**config.mk**
```make
export PLATFORM = sky130hd
export DESIGN_NAME = symbol_extreme_tracker
export DESIGN_NICKNAME = d
export VERILOG_FILES = /design/src/rtl/extreme_tracker_pkg.sv /design/src/rtl/extreme_tracker_cell.sv /design/src/rtl/extreme_result_hold.sv /design/src/rtl/extreme_period_flags.sv /design/src/rtl/symbol_extreme_tracker.sv
export SDC_FILE = /design/constraint.sdc
export NUM_CORES = 1
export LEC_CHECK = 0
export BUFFER_PORTS_ARGS = -buffer_cell sky130_fd_sc_hd__buf_2
export CAP_MARGIN = 20
export CORE_MARGIN = 3
export CORE_UTILIZATION = 45
export CTS_CLUSTER_DIAMETER = 80
export DETAILED_ROUTE_END_ITERATION = 16
export GPL_TIMING_DRIVEN = 1
export PLACE_DENSITY_LB_ADDON = 0.25
export SLEW_MARGIN = 20
export SYNTH_ARGS = -nofsm -noshare
export SYNTH_HDL_FRONTEND = slang
export SYNTH_SLANG_ARGS = --single-unit
```
**constraint.sdc**
```tcl
create_clock -name clk -period 3.27 [get_ports clk]
set_input_delay 0.327 -clock clk [delete_from_list [all_inputs] [get_ports clk]]
set_output_delay 0.327 -clock clk [all_outputs]
set_load 0.02 [all_outputs]
```
**src/rtl/extreme_tracker_pkg.sv**
```systemverilog
package extreme_tracker_pkg;
  typedef enum logic { TRK_MAX = 1'b0, TRK_MIN = 1'b1 } trk_kind_e;

  // Decide whether the new sample replaces the held extreme.
  function automatic logic take_new(trk_kind_e kind, logic new_gt_old, logic new_lt_old);
    return (kind == TRK_MAX) ? new_gt_old : new_lt_old;
  endfunction
endpackage

```
**src/rtl/extreme_tracker_cell.sv**
```systemverilog
module extreme_tracker_cell
  import extreme_tracker_pkg::*;
#(
  parameter int        W    = 12,
  parameter trk_kind_e KIND = TRK_MAX
) (
  input  logic         clk,
  input  logic         rst,
  input  logic [W-1:0] sample,
  input  logic         restart,
  output logic [W-1:0] run_q
);
  localparam logic [W-1:0] MOST_NEG = {1'b1, {(W-1){1'b0}}};
  localparam logic [W-1:0] MOST_POS = {1'b0, {(W-1){1'b1}}};

  logic [W-1:0] reset_val;
  logic         new_gt_old;
  logic         new_lt_old;
  logic         replace;
  logic [W-1:0] next_val;

  generate
    if (KIND == TRK_MAX) begin : g_max
      assign reset_val = MOST_NEG;
    end else begin : g_min
      assign reset_val = MOST_POS;
    end
  endgenerate

  assign new_gt_old = $signed(sample) > $signed(run_q);
  assign new_lt_old = $signed(sample) < $signed(run_q);
  assign replace    = take_new(KIND, new_gt_old, new_lt_old);
  assign next_val   = (restart || replace) ? sample : run_q;

  always_ff @(posedge clk) begin
    if (rst) run_q <= reset_val;
    else     run_q <= next_val;
  end
endmodule

```
**src/rtl/extreme_result_hold.sv**
```systemverilog
module extreme_result_hold #(
  parameter int W = 12
) (
  input  logic         clk,
  input  logic         rst,
  input  logic         capture,
  input  logic [W-1:0] hi_in,
  input  logic [W-1:0] lo_in,
  output logic [W-1:0] hi_q,
  output logic [W-1:0] lo_q,
  output logic         fresh_q
);
  always_ff @(posedge clk) begin
    if (rst) begin
      hi_q    <= '0;
      lo_q    <= '0;
      fresh_q <= 1'b0;
    end else begin
      fresh_q <= capture;
      if (capture) begin
        hi_q <= hi_in;
        lo_q <= lo_in;
      end
    end
  end
endmodule

```
**src/rtl/extreme_period_flags.sv**
```systemverilog
module extreme_period_flags (
  input  logic clk,
  input  logic rst,
  input  logic boundary,
  output logic warmup_q
);
  logic seen_q;

  always_ff @(posedge clk) begin
    if (rst) begin
      seen_q   <= 1'b0;
      warmup_q <= 1'b1;
    end else if (boundary) begin
      seen_q   <= 1'b1;
      warmup_q <= warmup_q & ~seen_q;
    end
  end
endmodule

```
**src/rtl/symbol_extreme_tracker.sv**
```systemverilog
module symbol_extreme_tracker
  import extreme_tracker_pkg::*;
#(
  parameter int W = 12
) (
  input  logic         clk,
  input  logic         rst,
  input  logic [W-1:0] sample_i,
  input  logic         strobe_i,
  output logic [W-1:0] max_o,
  output logic [W-1:0] min_o,
  output logic         valid_o,
  output logic         warmup_o
);
  // Named internal events, visible to the bound checker.
  logic         boundary;
  logic [W-1:0] run_max;
  logic [W-1:0] run_min;

  assign boundary = strobe_i;

  extreme_tracker_cell #(.W(W), .KIND(TRK_MAX)) u_max_cell (
    .clk(clk), .rst(rst), .sample(sample_i), .restart(boundary), .run_q(run_max)
  );

  extreme_tracker_cell #(.W(W), .KIND(TRK_MIN)) u_min_cell (
    .clk(clk), .rst(rst), .sample(sample_i), .restart(boundary), .run_q(run_min)
  );

  extreme_result_hold #(.W(W)) u_hold (
    .clk(clk), .rst(rst), .capture(boundary),
    .hi_in(run_max), .lo_in(run_min),
    .hi_q(max_o), .lo_q(min_o), .fresh_q(valid_o)
  );

  extreme_period_flags u_flags (
    .clk(clk), .rst(rst), .boundary(boundary), .warmup_q(warmup_o)
  );
endmodule

```
Word level (Yosys, flattened, before mapping)
Cells that the tools add are included.

storage, ports and cells
  register bits = 51
  output and inout port bits = 26
  logic and storage cells = 13

operators by class
  magnitude comparators = 2
  bitwise operators = 2
  reductions and logical operators = 2

operators with widths
  cell                number
  $gt A12 B12 Y1      1
  $lt A12 B12 Y1      1
  $logic_or A1 B1 Y1  2
  $and A1 B1 Y1       1
  $not A1 Y1          1

Logic depth before layout (Yosys ltp)
Gate-level depths: netlist of run 1.

  depth in word-level cells = 2
  depth in mapped cells = 9

By module
From an unflattened synthesis of run 1, not the netlist that was laid out.

unflattened totals
  cells, all modules = 261
  area, all modules = 2,561.2 um^2

modules (own cells, without submodules)
  module                             instances  cells an instance  area each (um^2)  seq. area each (um^2)
  extreme_result_hold                1          80                 902.1             500.5
  extreme_tracker_cell (u_max_cell)  1          100                878.3             240.2
  extreme_tracker_cell (u_min_cell)  1          75                 721.9             240.2
  extreme_period_flags               1          6                  58.8              40.0

Worst setup path before layout of run 1
Ideal clock, no wire load.

  path kind = reg-to-reg
  from = register u_max_cell.run_q[11]
  to = register u_max_cell.run_q[10]
  library setup time = 0.122 ns
  arrival time = 1.945 ns
  data required time = 3.148 ns
  path slack = 1.203 ns
  stages on the path, launching flop included = 10
  buffers on the path = 1
  clock period less this slack = 2.067 ns
  path through = dfxtp_1 inv_1 ha_1 nand4_2 nor2_1 a2bb2oi_2 nor3_1 a22o_1 buf_6 a221o_1

on the way
  longest elaborated chain between the ends = 2

ends and longest elaborated chain
  item                    line                        RTL
  from (decl)             extreme_tracker_cell.sv:11  output logic [W-1:0] run_q
  from (signal assigned)  extreme_tracker_cell.sv:36  if (rst) run_q <= reset_val;
  from (signal assigned)  extreme_tracker_cell.sv:37  else run_q <= next_val;
  $gt A12 B12 Y1          extreme_tracker_cell.sv:30  assign new_gt_old = $signed(sample) > $signed(run_q);
  $logic_or A1 B1 Y1      extreme_tracker_cell.sv:33  assign next_val = (restart || replace) ? sample : run_q;

Every way passes these cells.
A chain may end at the register's enable or synchronous reset.

Worst setup path after layout of run 1
  from = register u_max_cell.run_q[11]
  to = register u_max_cell.run_q[4]

Same word-level chain as after synthesis.

==> results.toml, run 1 <==
[run_status]
status = "complete, no violations"

[critical_path]
crit_fanout = 12
r2r_end = "u_max_cell.run_q[4]$_SDFFE_PP0P_"
arrival_ps = 2610
r2r_cells = 8
r2r_start = "u_max_cell.run_q[11]$_SDFFE_PP1P_"
start_kind = "register"
required_ps = 3450
path_class = "register to register"
end_kind = "register"
r2r_slack_ps = 840

[die]
initial_core_util_pct = 47.3
coreArea_sq_um = 5170
die_h_um = 79.7
num_rows = 26
die_area_sq_um = 6360
ioPinCount = 41
die_w_um = 79.7

[detailed_routing]
drc = 0
via_per_inst = 5.36
drt_iter0_drc = 118
wl_per_cell_um = 14.2
first_pass_iters = 4
route.final.wire_length_um = 5060
via_count = 1914
drtAntennaViolNets = 0

[sta]
final_hold_viol_count = 0
slew_headroom_pct = 59.1
layout_min_cycle_time_ps = 2430
finalSetupViolations = 0
fin_skew_ps = 6.91
tightest_slew_ps = 613
fin_setup_tns_ps = 0
fmax_mhz = 412
period_share_pct = 74.3
hold_ws_ps = 317
grt_setup_unrepaired = "no"
timing.final.max_slew_violations = 0

[yosys]
synth_seq_cells = 51
ys_seq_area_share_pct = 41.7
synth_cell_types = 38
async_flop_share_pct = 0
synth_warnings = 0
synth_cells = 248
synth.cell_area_sq_um = 2450
ys.flop_type = "dfxtp_1"
synth_nets = 286
avgSynthCellArea_sq_um = 9.86
synth_edf_count = 0

[clock_network]
postCtsSetupRepairBufs = 0
clk_pin_slew_ps = 80
cts_buffer_depth = 2
clk_latency_ps = 300
cts_resized = 0
holdBufCountCts = 0
cts.sinks = 51
htreeDepth = 2
numCtsBuffers = 5
cts_tree = "built"
cts-root-buf = "clkbuf_8"

[layout]
post-route-util_pct = 53.8
syn_to_final_growth_pct = 13.8
nets = 326
n_antenna_cell = 0
drive_gt1_share_pct = 19.9

[grt]
overflow = 0
antenna_found_initial = 0
grt_pass1_wl_um = 8760
grt_pass1_vias = 1783
grt_max_degree = 35
grt_usage_pct = 17.5

[power_and_ir_drop]
switching_share_pct = 29.6
pwr-share-comb_pct = 23.2
pwr-share-clk_pct = 23.9
peakVddDrop_uv = 235
p_leak_nw = 1.38
power.total_mw = 1.36
power_density_nw_per_um2 = 490
switchingPower_uw = 403
p_int_uw = 960
pwr-share-seq_pct = 52.9

[place]
io_buffers = 40
gp_congestion = 0.903
dp_hpwl_um = 3810

[min_path]
hp-start = "sample_i[0]"
min_path_type = "input port to register"
hold_end = "u_max_cell.run_q[0]$_SDFFE_PP0P_"
hold_path_depth = 2

[flow_run]
cap_viol_max_count = 0
-- kinds of logic after synthesis --
group | Yosys count | synth area share (%)
and+or+nand+nor | 63 | 13.1
DFF | 51 | 41.7
AOI/OAI and AO/OA | 45 | 15.9
buffers and inverters | 41 | 7.26
muxes | 25 | 10.2
adders and majority gates | 23 | 11.8
-- state kept, by name, indices dropped and copies added, names as in the netlist --
register          flops
u_hold.hi_q          12
u_hold.lo_q          12
u_max_cell.run_q     12
u_min_cell.run_q     12
u_flags.seen_q        1
u_flags.warmup_q      1
u_hold.fresh_q        1
-- worst max-delay path, stage by stage (launching register included) --
cell       delay [ps]
dfxtp_1           360
inv_1              80
ha_1              350
nand4_2           180
nor2_1            180
a2bb2oi_2         320
nor3_1             80
a22o_1            370
a221o_1           400
-- synthesized netlist by cell type, types with 4 or more instances --
master,number,share of area (%)
dfxtp_1,51,42
nor2_1,33,5.1
inv_1,27,4.1
mux2i_1,25,10
ha_1,23,12
a221o_1,11,4.5
nor4_1,11,2.8
o22a_1,11,3.9
nand2_1,8,1.2
a21oi_1,6,1.2
buf_2,6,1.2
clkbuf_1,4,0.61
-- stage by stage --
step / area, sq um / setup slack (ps) / std cells
6_report: 2780 / 841 / 357
5_1_grt: 2780 / 617 / 357
4_1_cts: 2780 / 869 / 357
3_5_place_dp: 2710 / 816 / 351
3_3_place_gp: 2710 / 846 / 351
2_1_floorplan: 2450 / 1200 / 248
-- layout by cell type (no fill, tap or decap), drive strengths merged --
master | synthesis | final
a2111oi | 1 | 1
a211o | 1 | 1
a211oi | 2 | 2
a21o | 2 | 2
a21oi | 6 | 6
a221o | 11 | 11
a221oi | 1 | 1
a22o | 1 | 1
a2bb2oi | 1 | 1
a31oi | 1 | 1
a41oi | 1 | 1
and4 | 1 | 1
buf | 9 | 47
clkbuf | 4 | 6
dfxtp | 51 | 51
ha | 23 | 23
inv | 27 | 27
mux2i | 25 | 25
nand2 | 8 | 8
nand3 | 1 | 1
nand4 | 3 | 3
nor2 | 33 | 33
nor2b | 2 | 2
nor3 | 2 | 2
nor4 | 12 | 12
nor4b | 1 | 1
o2111a | 1 | 1
o2111ai | 2 | 2
o211ai | 1 | 1
o22a | 11 | 11
o22ai | 1 | 1
o31a | 1 | 1
-- final cells by class --
class | instances | area [sq um]
clock buffer | 6 | 72.6
fill | 490 | 2390
inverter | 27 | 101
multi-input combinational | 156 | 1250
sequential | 51 | 1020
tap | 70 | 87.6
timing repair buffer | 47 | 253
-- worst max path at each step --
stage                                      start                                end  slack (ps)  depth (start not counted)
4_1_cts        u_max_cell.run_q[11]$_SDFFE_PP1P_   u_max_cell.run_q[4]$_SDFFE_PP0P_         870                          8
2_1_floorplan  u_max_cell.run_q[11]$_SDFFE_PP1P_  u_max_cell.run_q[10]$_SDFFE_PP0P_        1200                          9
3_5_place_dp                         sample_i[9]   u_min_cell.run_q[1]$_SDFFE_PP1P_         820                          9
5_1_grt        u_max_cell.run_q[11]$_SDFFE_PP1P_   u_max_cell.run_q[3]$_SDFFE_PP0P_         620                          8
3_3_place_gp                         sample_i[9]   u_min_cell.run_q[5]$_SDFFE_PP1P_         850                          9
6_report       u_max_cell.run_q[11]$_SDFFE_PP1P_   u_max_cell.run_q[4]$_SDFFE_PP0P_         840                          8
-- power by group through the flow --
| stage | logic, mW | clock network [mW] | registers (mW) |
|---|---|---|---|
| 2_1_floorplan | 0.205 | 0 | 0.757 |
| 3_3_place_gp | 0.312 | 0 | 0.734 |
| 3_5_place_dp | 0.319 | 0 | 0.735 |
| 4_1_cts | 0.320 | 0.345 | 0.721 |
| 5_1_grt | 0.360 | 0.365 | 0.730 |
| 6_report | 0.317 | 0.326 | 0.720 |
-- metal layers --
metal	global-route usage, %	vias up	part of all wire, %
met5	0	-	0
met4	5.84	0	2.0
met3	3.39	10	4.2
met2	26.2	42	44
met1	25.0	881	49
li1	-	981	-
Note: power is estimated with default switching activity, not from simulation.
==> inputs of run 2 (changes only) <==
- clock period: 3.27 -> 2.1 ns (I/O delays scaled with it)
==> run 2 against run 1 <==
Effect of this change:
- cell count increased by 9.2%
- register-to-register slack got worse by 810 ps
- die area did not move
- critical endpoint is now u_max_cell.run_q[10]$_SDFFE_PP0P_
- non-clock buffer count rose by 30
- design area rose by 20%
- highest routed layer unchanged
==> results.toml, run 2 (same netlist as run 1, synthesis figures left out) <==
[clock_network]
cts-root-buf = "clkbuf_8"
cts_tree = "built"
numCtsBuffers = 5
clk_latency_ps = 300
cts.sinks = 51
cts_buffer_depth = 2
clk_pin_slew_ps = 90
htreeDepth = 2

[place]
io_buffers = 40
dp_hpwl_um = 4140
gp_congestion = 0.805
dp_slack_ps = -302
placed_cells = 378

[layout]
syn_to_final_growth_pct = 36.4
nets = 357
final_cell_mix = "buf_2, buf_4, dfxtp_1, nor2_1, mux2i_1"
final_cells = 390
n_fill_cell = 416
drive_gt1_share_pct = 43.4
n_antenna_cell = 0
final_common_cell = "buf_2"

[grt]
antenna_found_initial = 0
grt_max_degree = 20
overflow = 0
grt_pass1_vias = 2096
grt_usage_pct = 19.2
grt_pass1_wl_um = 9580

[min_path]
min_path_type = "input port to register"
hp-start = "sample_i[0]"

[sta]
timing.final.max_slew_violations = 0
final_hold_viol_count = 0
worst_slack_ps = 28.4
slew_headroom_pct = 74.9
fmax_mhz = 483
finalSetupViolations = 0
tightest_slew_ps = 377
period_share_pct = 98.6
layout_min_cycle_time_ps = 2070
fin_skew_ps = 4.32

[critical_path]
required_ps = 2290
r2r_slack_ps = 30
r2r_start = "u_max_cell.run_q[5]$_SDFFE_PP0P_"
arrival_ps = 2260
cp-startpoint = "u_max_cell.run_q[5]$_SDFFE_PP0P_"
crit_fanout = 6
path_class = "register to register"
start_kind = "register"
end_kind = "register"

[die]
initial_core_util_pct = 47.3
die_area_sq_um = 6360
coreArea_sq_um = 5170
ioPinCount = 41
num_rows = 26
die_h_um = 79.7
die_w_um = 79.7

[run_status]
status = "complete, no violations"

[power_and_ir_drop]
power_density_nw_per_um2 = 715
peakVddDrop_uv = 409
p_leak_nw = 1.55

[detailed_routing]
wl_per_cell_um = 15.8
first_pass_iters = 4
via_count = 2110
drtAntennaViolNets = 0
drc = 0
route.final.wire_length_um = 6150
via_per_inst = 5.41
drt_iter0_drc = 91

[flow_run]
cap_viol_max_count = 0
-- run 2: what timing repair did --
| item | in CTS | in global routing |
|---|---|---|
| cloned | 0 | 1 |
| hold buffers | 0 | 0 |
| resized for setup | 17 | 43 |
| endpoints found under the setup margin | 24 | 23 |
| buffers inserted | 3 | 1 |
| pin swaps | 5 | 24 |
-- run 2: worst paths after layout --
| path | depth (start not counted) | end |
|---|---|---|
| max | 8 | u_max_cell.run_q[10]$_SDFFE_PP0P_ |
| min reg2reg | 2 | u_flags.warmup_q$_SDFFE_PP1P_ |
| max reg2reg | 8 | u_max_cell.run_q[10]$_SDFFE_PP0P_ |
| min | 2 | u_min_cell.run_q[0]$_SDFFE_PP1P_ |
-- run 2: power breakdown --
group / internal [mW] / switching, mW
Combinational: 0.335 / 0.385
Clock: 0.235 / 0.308
Sequential: 1.07 / 0.0535
-- run 2: worst max-delay path, cell delays in order, from the launching register on --
cell	delay (ps)
dfxtp_2	340
inv_2	50
ha_4	220
a21oi_1	140
nor2_1	60
a211oi_2	290
o2111ai_2	210
a22o_4	310
a221o_1	320
-- run 2: area by class of cell --
| class | count | area (sq um) | share of cell area (%) |
|---|---|---|---|
| Clock buffer | 7 | 76.3 | 2.29 |
| Clock inverter | 1 | 5.00 | 0.150 |
| Inverter | 27 | 101 | 3.04 |
| Multi-Input combinational cell | 157 | 1540 | 46.3 |
| Sequential cell | 51 | 1040 | 31.2 |
| Tap cell | 70 | 87.6 | 2.63 |
| Timing Repair Buffer | 77 | 482 | 14.4 |
-- run 2: per-stage QoR --
| stage | power, mW | setup TNS [ps] | instance area, sq um | util (%) | hold WS (ps) |
|---|---|---|---|---|---|
| after floorplan | 1.50 | 0 | 2450 | - | 350 |
| after global placement | 1.70 | -2670 | 2910 | 56.3 | 437 |
| after detailed placement | 1.71 | -4200 | 2910 | 56.3 | 438 |
| after CTS | 2.29 | 0 | 3090 | 59.7 | 175 |
| after global routing | 2.52 | -530 | 3340 | 64.5 | 173 |
| final | 2.38 | 0 | 3340 | 64.5 | 187 |
-- run 2: layer usage --
layer | global-route usage (%) | share of wire, % | vias up
li1 | - | - | 1053
met1 | 25.8 | 45 | 990
met2 | 30.6 | 48 | 53
met3 | 4.40 | 4.9 | 14
met4 | 5.33 | 1.9 | 0
met5 | 0 | 0 | -
